**config.mk**
```make
export PLATFORM = sky130hd
export DESIGN_NAME = rand_word_buf
export DESIGN_NICKNAME = d
export VERILOG_FILES = /design/src/rtl/rwb_pkg.sv /design/src/rtl/rwb_lfsr.sv /design/src/rtl/rwb_budget.sv /design/src/rtl/rand_word_buf.sv
export SDC_FILE = /design/constraint.sdc
export NUM_CORES = 1
export LEC_CHECK = 0
export CAP_MARGIN = 20
export CORE_ASPECT_RATIO = 1.1
export CORE_MARGIN = 8
export CORE_UTILIZATION = 50
export CTS_CLUSTER_SIZE = 10
export DETAILED_ROUTE_END_ITERATION = 8
export PLACE_DENSITY = 0.7
export SLEW_MARGIN = 20
export SYNTH_ARGS = -nofsm -noshare
export SYNTH_HDL_FRONTEND = slang
export SYNTH_HIERARCHICAL = 1
export SYNTH_SLANG_ARGS = --single-unit
```
**constraint.sdc**
```tcl
create_clock -name clk -period 5.6 [get_ports clk]
set_input_delay 1.68 -clock clk [delete_from_list [all_inputs] [get_ports clk]]
set_output_delay 1.68 -clock clk [all_outputs]
set_load 0.05 [all_outputs]
```
**src/rtl/rwb_pkg.sv**
```systemverilog
package rwb_pkg;
  localparam int WORD_W = 32;
  localparam logic [WORD_W-1:0] ERR_WORD = 32'h0000_0BAD;

  // one step of the maximal-length shift register (taps 32,22,2,1)
  function automatic logic [WORD_W-1:0] lfsr_step(input logic [WORD_W-1:0] s);
    return {s[WORD_W-2:0], s[31] ^ s[21] ^ s[1] ^ s[0]};
  endfunction

  // seed conditioning: the all-zero state is a lock-up state
  function automatic logic [WORD_W-1:0] seed_fix(input logic [WORD_W-1:0] v);
    return (v == '0) ? {{(WORD_W-1){1'b0}}, 1'b1} : v;
  endfunction

  // saturated quantity report
  function automatic logic [2:0] qcnt_sat(input int unsigned n, input int unsigned cap);
    return (n > cap) ? 3'(cap) : 3'(n);
  endfunction
endpackage

```
**src/rtl/rwb_lfsr.sv**
```systemverilog
module rwb_lfsr
  import rwb_pkg::*;
(
  input  logic              clk,
  input  logic              rst_n,
  input  logic              load,
  input  logic [WORD_W-1:0] load_val,
  input  logic              step,
  output logic [WORD_W-1:0] word
);
  logic [WORD_W-1:0] state;

  always_ff @(posedge clk or negedge rst_n) begin
    if (!rst_n)    state <= {{(WORD_W-1){1'b0}}, 1'b1};
    else if (load) state <= seed_fix(load_val);
    else if (step) state <= lfsr_step(state);
  end

  assign word = state;
endmodule

```
**src/rtl/rwb_budget.sv**
```systemverilog
module rwb_budget #(
  parameter int BUD_W = 49
) (
  input  logic             clk,
  input  logic             rst_n,
  input  logic             reload,
  input  logic             dec,
  output logic [BUD_W-1:0] level,
  output logic             empty
);
  localparam logic [BUD_W-1:0] FULL = {1'b1, {(BUD_W-1){1'b0}}};
  localparam logic [BUD_W-1:0] ONE  = {{(BUD_W-1){1'b0}}, 1'b1};

  assign empty = (level == '0);

  always_ff @(posedge clk or negedge rst_n) begin
    if (!rst_n)      level <= '0;
    else if (reload) level <= FULL;
    else if (dec)    level <= empty ? (FULL - ONE) : (level - ONE);
  end
endmodule

```
**src/rtl/rand_word_buf.sv**
```systemverilog
module rand_word_buf
  import rwb_pkg::*;
#(
  parameter int WORDS       = 8,
  parameter int QCNT_CAP    = 4,
  parameter int BUDGET_LOG2 = 48
) (
  input  logic        clk,
  input  logic        rst_n,
  input  logic        rd_req,
  input  logic        ctrl_wr,
  input  logic        ctrl_start,
  input  logic        ctrl_regen,
  input  logic        ctrl_soft_rst,
  input  logic        single_gen,
  input  logic        blk_reset,
  input  logic        done_clr,
  input  logic [31:0] seed_hash,
  output logic [31:0] rd_data,
  output logic        rd_ok,
  output logic [2:0]  qcnt,
  output logic        done
);
  localparam int CNT_W    = $clog2(WORDS + 1);
  localparam int BUD_W    = BUDGET_LOG2 + 1;
  localparam int LOW_MARK = WORDS / 2 - 1;
  localparam logic [CNT_W-1:0] CNT_FULL = CNT_W'(WORDS);
  localparam logic [CNT_W-1:0] CNT_LOW  = CNT_W'(LOW_MARK);

  logic [CNT_W-1:0]  count;
  logic [BUD_W-1:0]  budget;
  logic              bud_empty;
  logic [WORD_W-1:0] gen_word;

  // named internal events
  logic rd_blocked, rd_accept, rd_reject, auto_regen;
  logic wr_ok, cmd_go, cmd_regen, cmd_reseed, cmd_srst;
  logic regen_any, forced_reseed, reseed_any;
  logic [CNT_W-1:0] cnt_after_rd;

  assign rd_blocked   = blk_reset | ctrl_soft_rst;
  assign rd_accept    = rd_req & ~rd_blocked & (count != '0);
  assign rd_reject    = rd_req & ~rd_accept;
  assign cnt_after_rd = count - CNT_W'(rd_accept);
  assign auto_regen   = rd_accept & ~single_gen & ctrl_start & (cnt_after_rd <= CNT_LOW);

  assign wr_ok      = ctrl_wr & ~blk_reset;
  assign cmd_srst   = wr_ok & ctrl_soft_rst;
  assign cmd_go     = wr_ok & ~ctrl_soft_rst & ctrl_start;
  assign cmd_regen  = cmd_go & ctrl_regen;
  assign cmd_reseed = cmd_go & ~ctrl_regen;

  assign regen_any     = (auto_regen | cmd_regen) & ~cmd_reseed;
  assign forced_reseed = regen_any & bud_empty;
  assign reseed_any    = cmd_reseed | forced_reseed;

  rwb_lfsr u_gen (
    .clk      (clk),
    .rst_n    (rst_n),
    .load     (reseed_any),
    .load_val (seed_hash),
    .step     (rd_accept),
    .word     (gen_word)
  );

  rwb_budget #(.BUD_W(BUD_W)) u_bud (
    .clk    (clk),
    .rst_n  (rst_n),
    .reload (cmd_reseed),
    .dec    (regen_any),
    .level  (budget),
    .empty  (bud_empty)
  );

  // held-word count
  always_ff @(posedge clk or negedge rst_n) begin
    if (!rst_n)                      count <= '0;
    else if (blk_reset || cmd_srst)  count <= '0;
    else if (cmd_reseed)             count <= '0;
    else if (regen_any)              count <= CNT_FULL;
    else                             count <= cnt_after_rd;
  end

  // command-complete flag
  always_ff @(posedge clk or negedge rst_n) begin
    if (!rst_n)                      done <= 1'b0;
    else if (blk_reset || cmd_srst)  done <= 1'b0;
    else if (cmd_go)                 done <= 1'b1;
    else if (done_clr)               done <= 1'b0;
  end

  // read return path: word captured before any reload or refill
  always_ff @(posedge clk or negedge rst_n) begin
    if (!rst_n) begin
      rd_data <= '0;
      rd_ok   <= 1'b0;
    end else begin
      rd_ok <= rd_accept;
      if (rd_accept)      rd_data <= gen_word;
      else if (rd_reject) rd_data <= ERR_WORD;
    end
  end

  assign qcnt = qcnt_sat(int'(count), QCNT_CAP);
endmodule

```
==> impl_metrics.ini <==
[run]
max_cap_viol_count = 0

[sta]
layout_setup_ws_ns = 0.581
tightest_slew_ns = 0.971
timing.clock.skew_ns = 0.00691
hold_violations = 0
relSlewSlack = 0.348
finalSetupTns_ns = 0
final.period_utilization = 0.896
finalCriticalPeriod_ns = 5.02
hold-worst-slack_ns = 0.508
report.final.slew_viol_count = 0
max_freq_ghz = 0.199
final_setup_fails = 0
unrepaired_setup_endpoints_after_global_routing = false

[outcome]
run_status = complete, but fails checks
failed_checks = DRC

[pwr]
p_per_area_nw_per_um2 = 401
cellLeakagePower_nw = 3.08
ir_worst_vdd_uv = 324

[clock_tree]
clock_path_buffers = 2
cts_resized = 0
ctsHoldBuffers = 0
cts_htree_levels = 4
clkTransAtPathRegs_ns = 0.06
postCtsSetupRepairBufs = 0
cts_root_buf = clkbuf_16
tritoncts = done
cts_buffers = 17
worstSkewPairLatency_ns = 0.42
clkSinkCount = 119

[global_routing]
initial_antenna_violation_count = 0
globalRoute.totalOverflow = 0
global_route_wire_length_before_repair_um = 27400
grt_max_degree = 64
grt.total_usage = 0.212
first_global_vias = 5477

[critical_path]
cpMaxStageDelayCell = clkdlybuf4s50_1
timing.rr.start = count[0]
cp_common_cell = ha_1
critical_path.max_fanout = 54
critical_path_required_ns = 5.92
worstPathArrival_ns = 5.33
timing.critical_path.slowest_cell_delay_ns = 0.51
critPathCaptureType = flop
cp.buffers_inverters = 4
critical_path.cell_chain = clkdlybuf4s50_1 > nor3b_2 > nand2_4 > inv_4 > ha_1 > ha_1 > xnor2_1 > and4_1 > a31o_2 > buf_4 > clkinv_1 > nor3_1 > a31oi_1 > a311oi_1
cp-start-kind = input port
worstSetupPathType = input port to flop
critPathLaunch = ctrl_soft_rst
cpLargestDelayFamily = buffers and inverters

[placement]
place.gp.congestion = 0.874
detailedPlace.worstSlack_ns = 0.216
dp.final_hpwl_um = 11600
io_buffers = 78

[floorplan]
num_rows = 43
starting_density = 0.503
die_y_um = 133
fp.coreArea_um2 = 12400
die_x_um = 123
dieArea_um2 = 16300
io_pins = 79

[synthesis]
synth.top_cells.by_count = dfrtp_1 (118), nand2_1 (49), nor2_1 (45)
synth_async_sr_flop_share = 1.00
synth_enable_flop_cells = 0
postSynthNetCount = 663
syn_avg_cell_area_um2 = 10.1
synth_ff_type = dfrtp_1
synth_top_area_frac = 0.472
synth_area_um2 = 6250
number_of_warnings_issued_by_yosys = 6
synth_top_cell_by_area = dfrtp_1
top_area_cells_in_the_synthesized_netlist = dfrtp_1 (47%), mux2i_1 (5.1%), nor4_1 (3.7%), o21ai_0 (3.4%), a22o_1 (3.4%)
synthesis.instances = 618
post-synth-top-count-cell = dfrtp_1
ys_seq_elements = 119
synth-seq-area-share = 0.477
synth.distinct_cells = 68

[routing]
drt-pass1-iter-count = 9
vias_per_cell = 6.20
route.detailed.wl_per_inst_um = 19.4
first_iter_violations = 402
detail-route-antenna-nets = 0
drc_errors = 1
routed_wl_um = 16700
vias = 5329

[cells_and_area]
antennaDiodeCount = 0
finish.net_count = 734
flow.area_growth_from_synthesis_pct = 23.3
filler_cell_count = 1039
drive_gt1_frac = 0.111

[min_path]
hold_path_class = flop to flop
worstHoldStart = rd_data[2]
-- worst register-to-register path, cell delays in order, from the launching register on --
cell and delay, ns:
dfrtp_1 0.39, or4_4 0.57, nand2_4 0.15, inv_4 0.04, ha_1 0.19, ha_1 0.20
xnor2_1 0.23, and4_1 0.31, a31o_2 0.19, buf_4 0.45, clkinv_1 0.42, nor3_1 0.28
a31oi_1 0.12, a311oi_1 0.29
-- final cells by class --
type,count,area (um2),area share
multi-input cells,450,3000,0.390
flip-flops and latches,119,2980,0.387
repair buffers,85,843,0.109
clock buffers,19,453,0.0588
well taps,157,196,0.0255
clock inverters,13,170,0.0221
inverters,16,62.6,0.00812
-- metal layers --
| metal | wire length (um) | part of all wire | track usage |
|---|---|---|---|
| met5 | 0 | 0 | 0 |
| met4 | 324 | 0.019 | 0.0881 |
| met3 | 1110 | 0.066 | 0.0715 |
| met2 | 8320 | 0.50 | 0.346 |
| met1 | 6960 | 0.42 | 0.248 |
-- sequential cells by signal, summed over array words and instances (netlist names) --
signal       cells
rd_data         32
count            4
done             1
rd_ok            1
u_gen/word      32
u_bud/level     49
-- cells by family after synthesis --
| kind of cell | after synthesis | share of synthesized area |
|---|---|---|
| DFF | 119 | 0.477 |
| AOI/OAI and AO/OA | 133 | 0.152 |
| muxes | 33 | 0.0530 |
| buffers and inverters | 49 | 0.0446 |
| xor gates and xnor gates | 11 | 0.0178 |
| adders and majority gates | 3 | 0.00601 |
| and+or+nand+nor | 270 | 0.250 |
-- worst paths after layout --
| path | end | slack [ns] | cells past startpoint |
|---|---|---|---|
| max | u_bud/level[36] | 0.58 | 14 |
| min | rd_data[2] | 0.51 | 1 |
| max reg2reg | u_bud/level[36] | 1.66 | 13 |
| min reg2reg | rd_data[2] | 0.51 | 1 |
| max in group asynchronous | rd_data[16] | 3.36 | 2 |
| min in group asynchronous | u_bud/level[20] | 1.35 | 1 |
-- through the flow --
step	total power [W]	utilization	cell area, um2	std cells
2_1_floorplan	0.00168	-	6250	618
3_3_place_gp	0.00193	0.570	7080	827
3_5_place_dp	0.00194	0.570	7080	827
4_1_cts	0.00309	0.620	7710	859
5_1_grt	0.00323	0.620	7710	859
6_report	0.00309	0.620	7710	859
-- cells in the final DEF, fill, tap and decap left out, types with 4 or more instances in the layout --
cell type        netlist  routed
nor4_2                 7       7
clkinv_4               0       4
buf_4                  3       7
mux2i_1               32      32
nand2_1               49      49
or3_1                 10      10
inv_1                 14      14
xnor2_1                8       8
a31oi_1                5       5
o221a_2                4       4
nor4_1                37      37
and2_1                 7       7
nand2b_1               4       4
a22o_1                24      24
clkbuf_16              0      17
or2_2                  5       5
nand4_1               16      16
clkdlybuf4s50_1        0      77
nand3_1               12      12
a221oi_1               5       5
a21oi_1               10      10
nor2_1                45      44
o22a_1                 8       8
dfrtp_1              118     118
nor3_1                37      37
a211oi_1               4       4
and3_1                 9       9
o21ai_0               43      43
a311oi_1               5       5
nor2b_1                4       4
o21a_1                 7       7
-- power breakdown --
| part | switching, W | leakage, nW | internal (W) |
|---|---|---|---|
| combinational | 0.000538 | 1.23 | 0.000282 |
| sequential | 0.000145 | 1.55 | 0.000984 |
| clock | 0.000411 | 0.296 | 0.000727 |
Power figures use the tool's default switching activity.
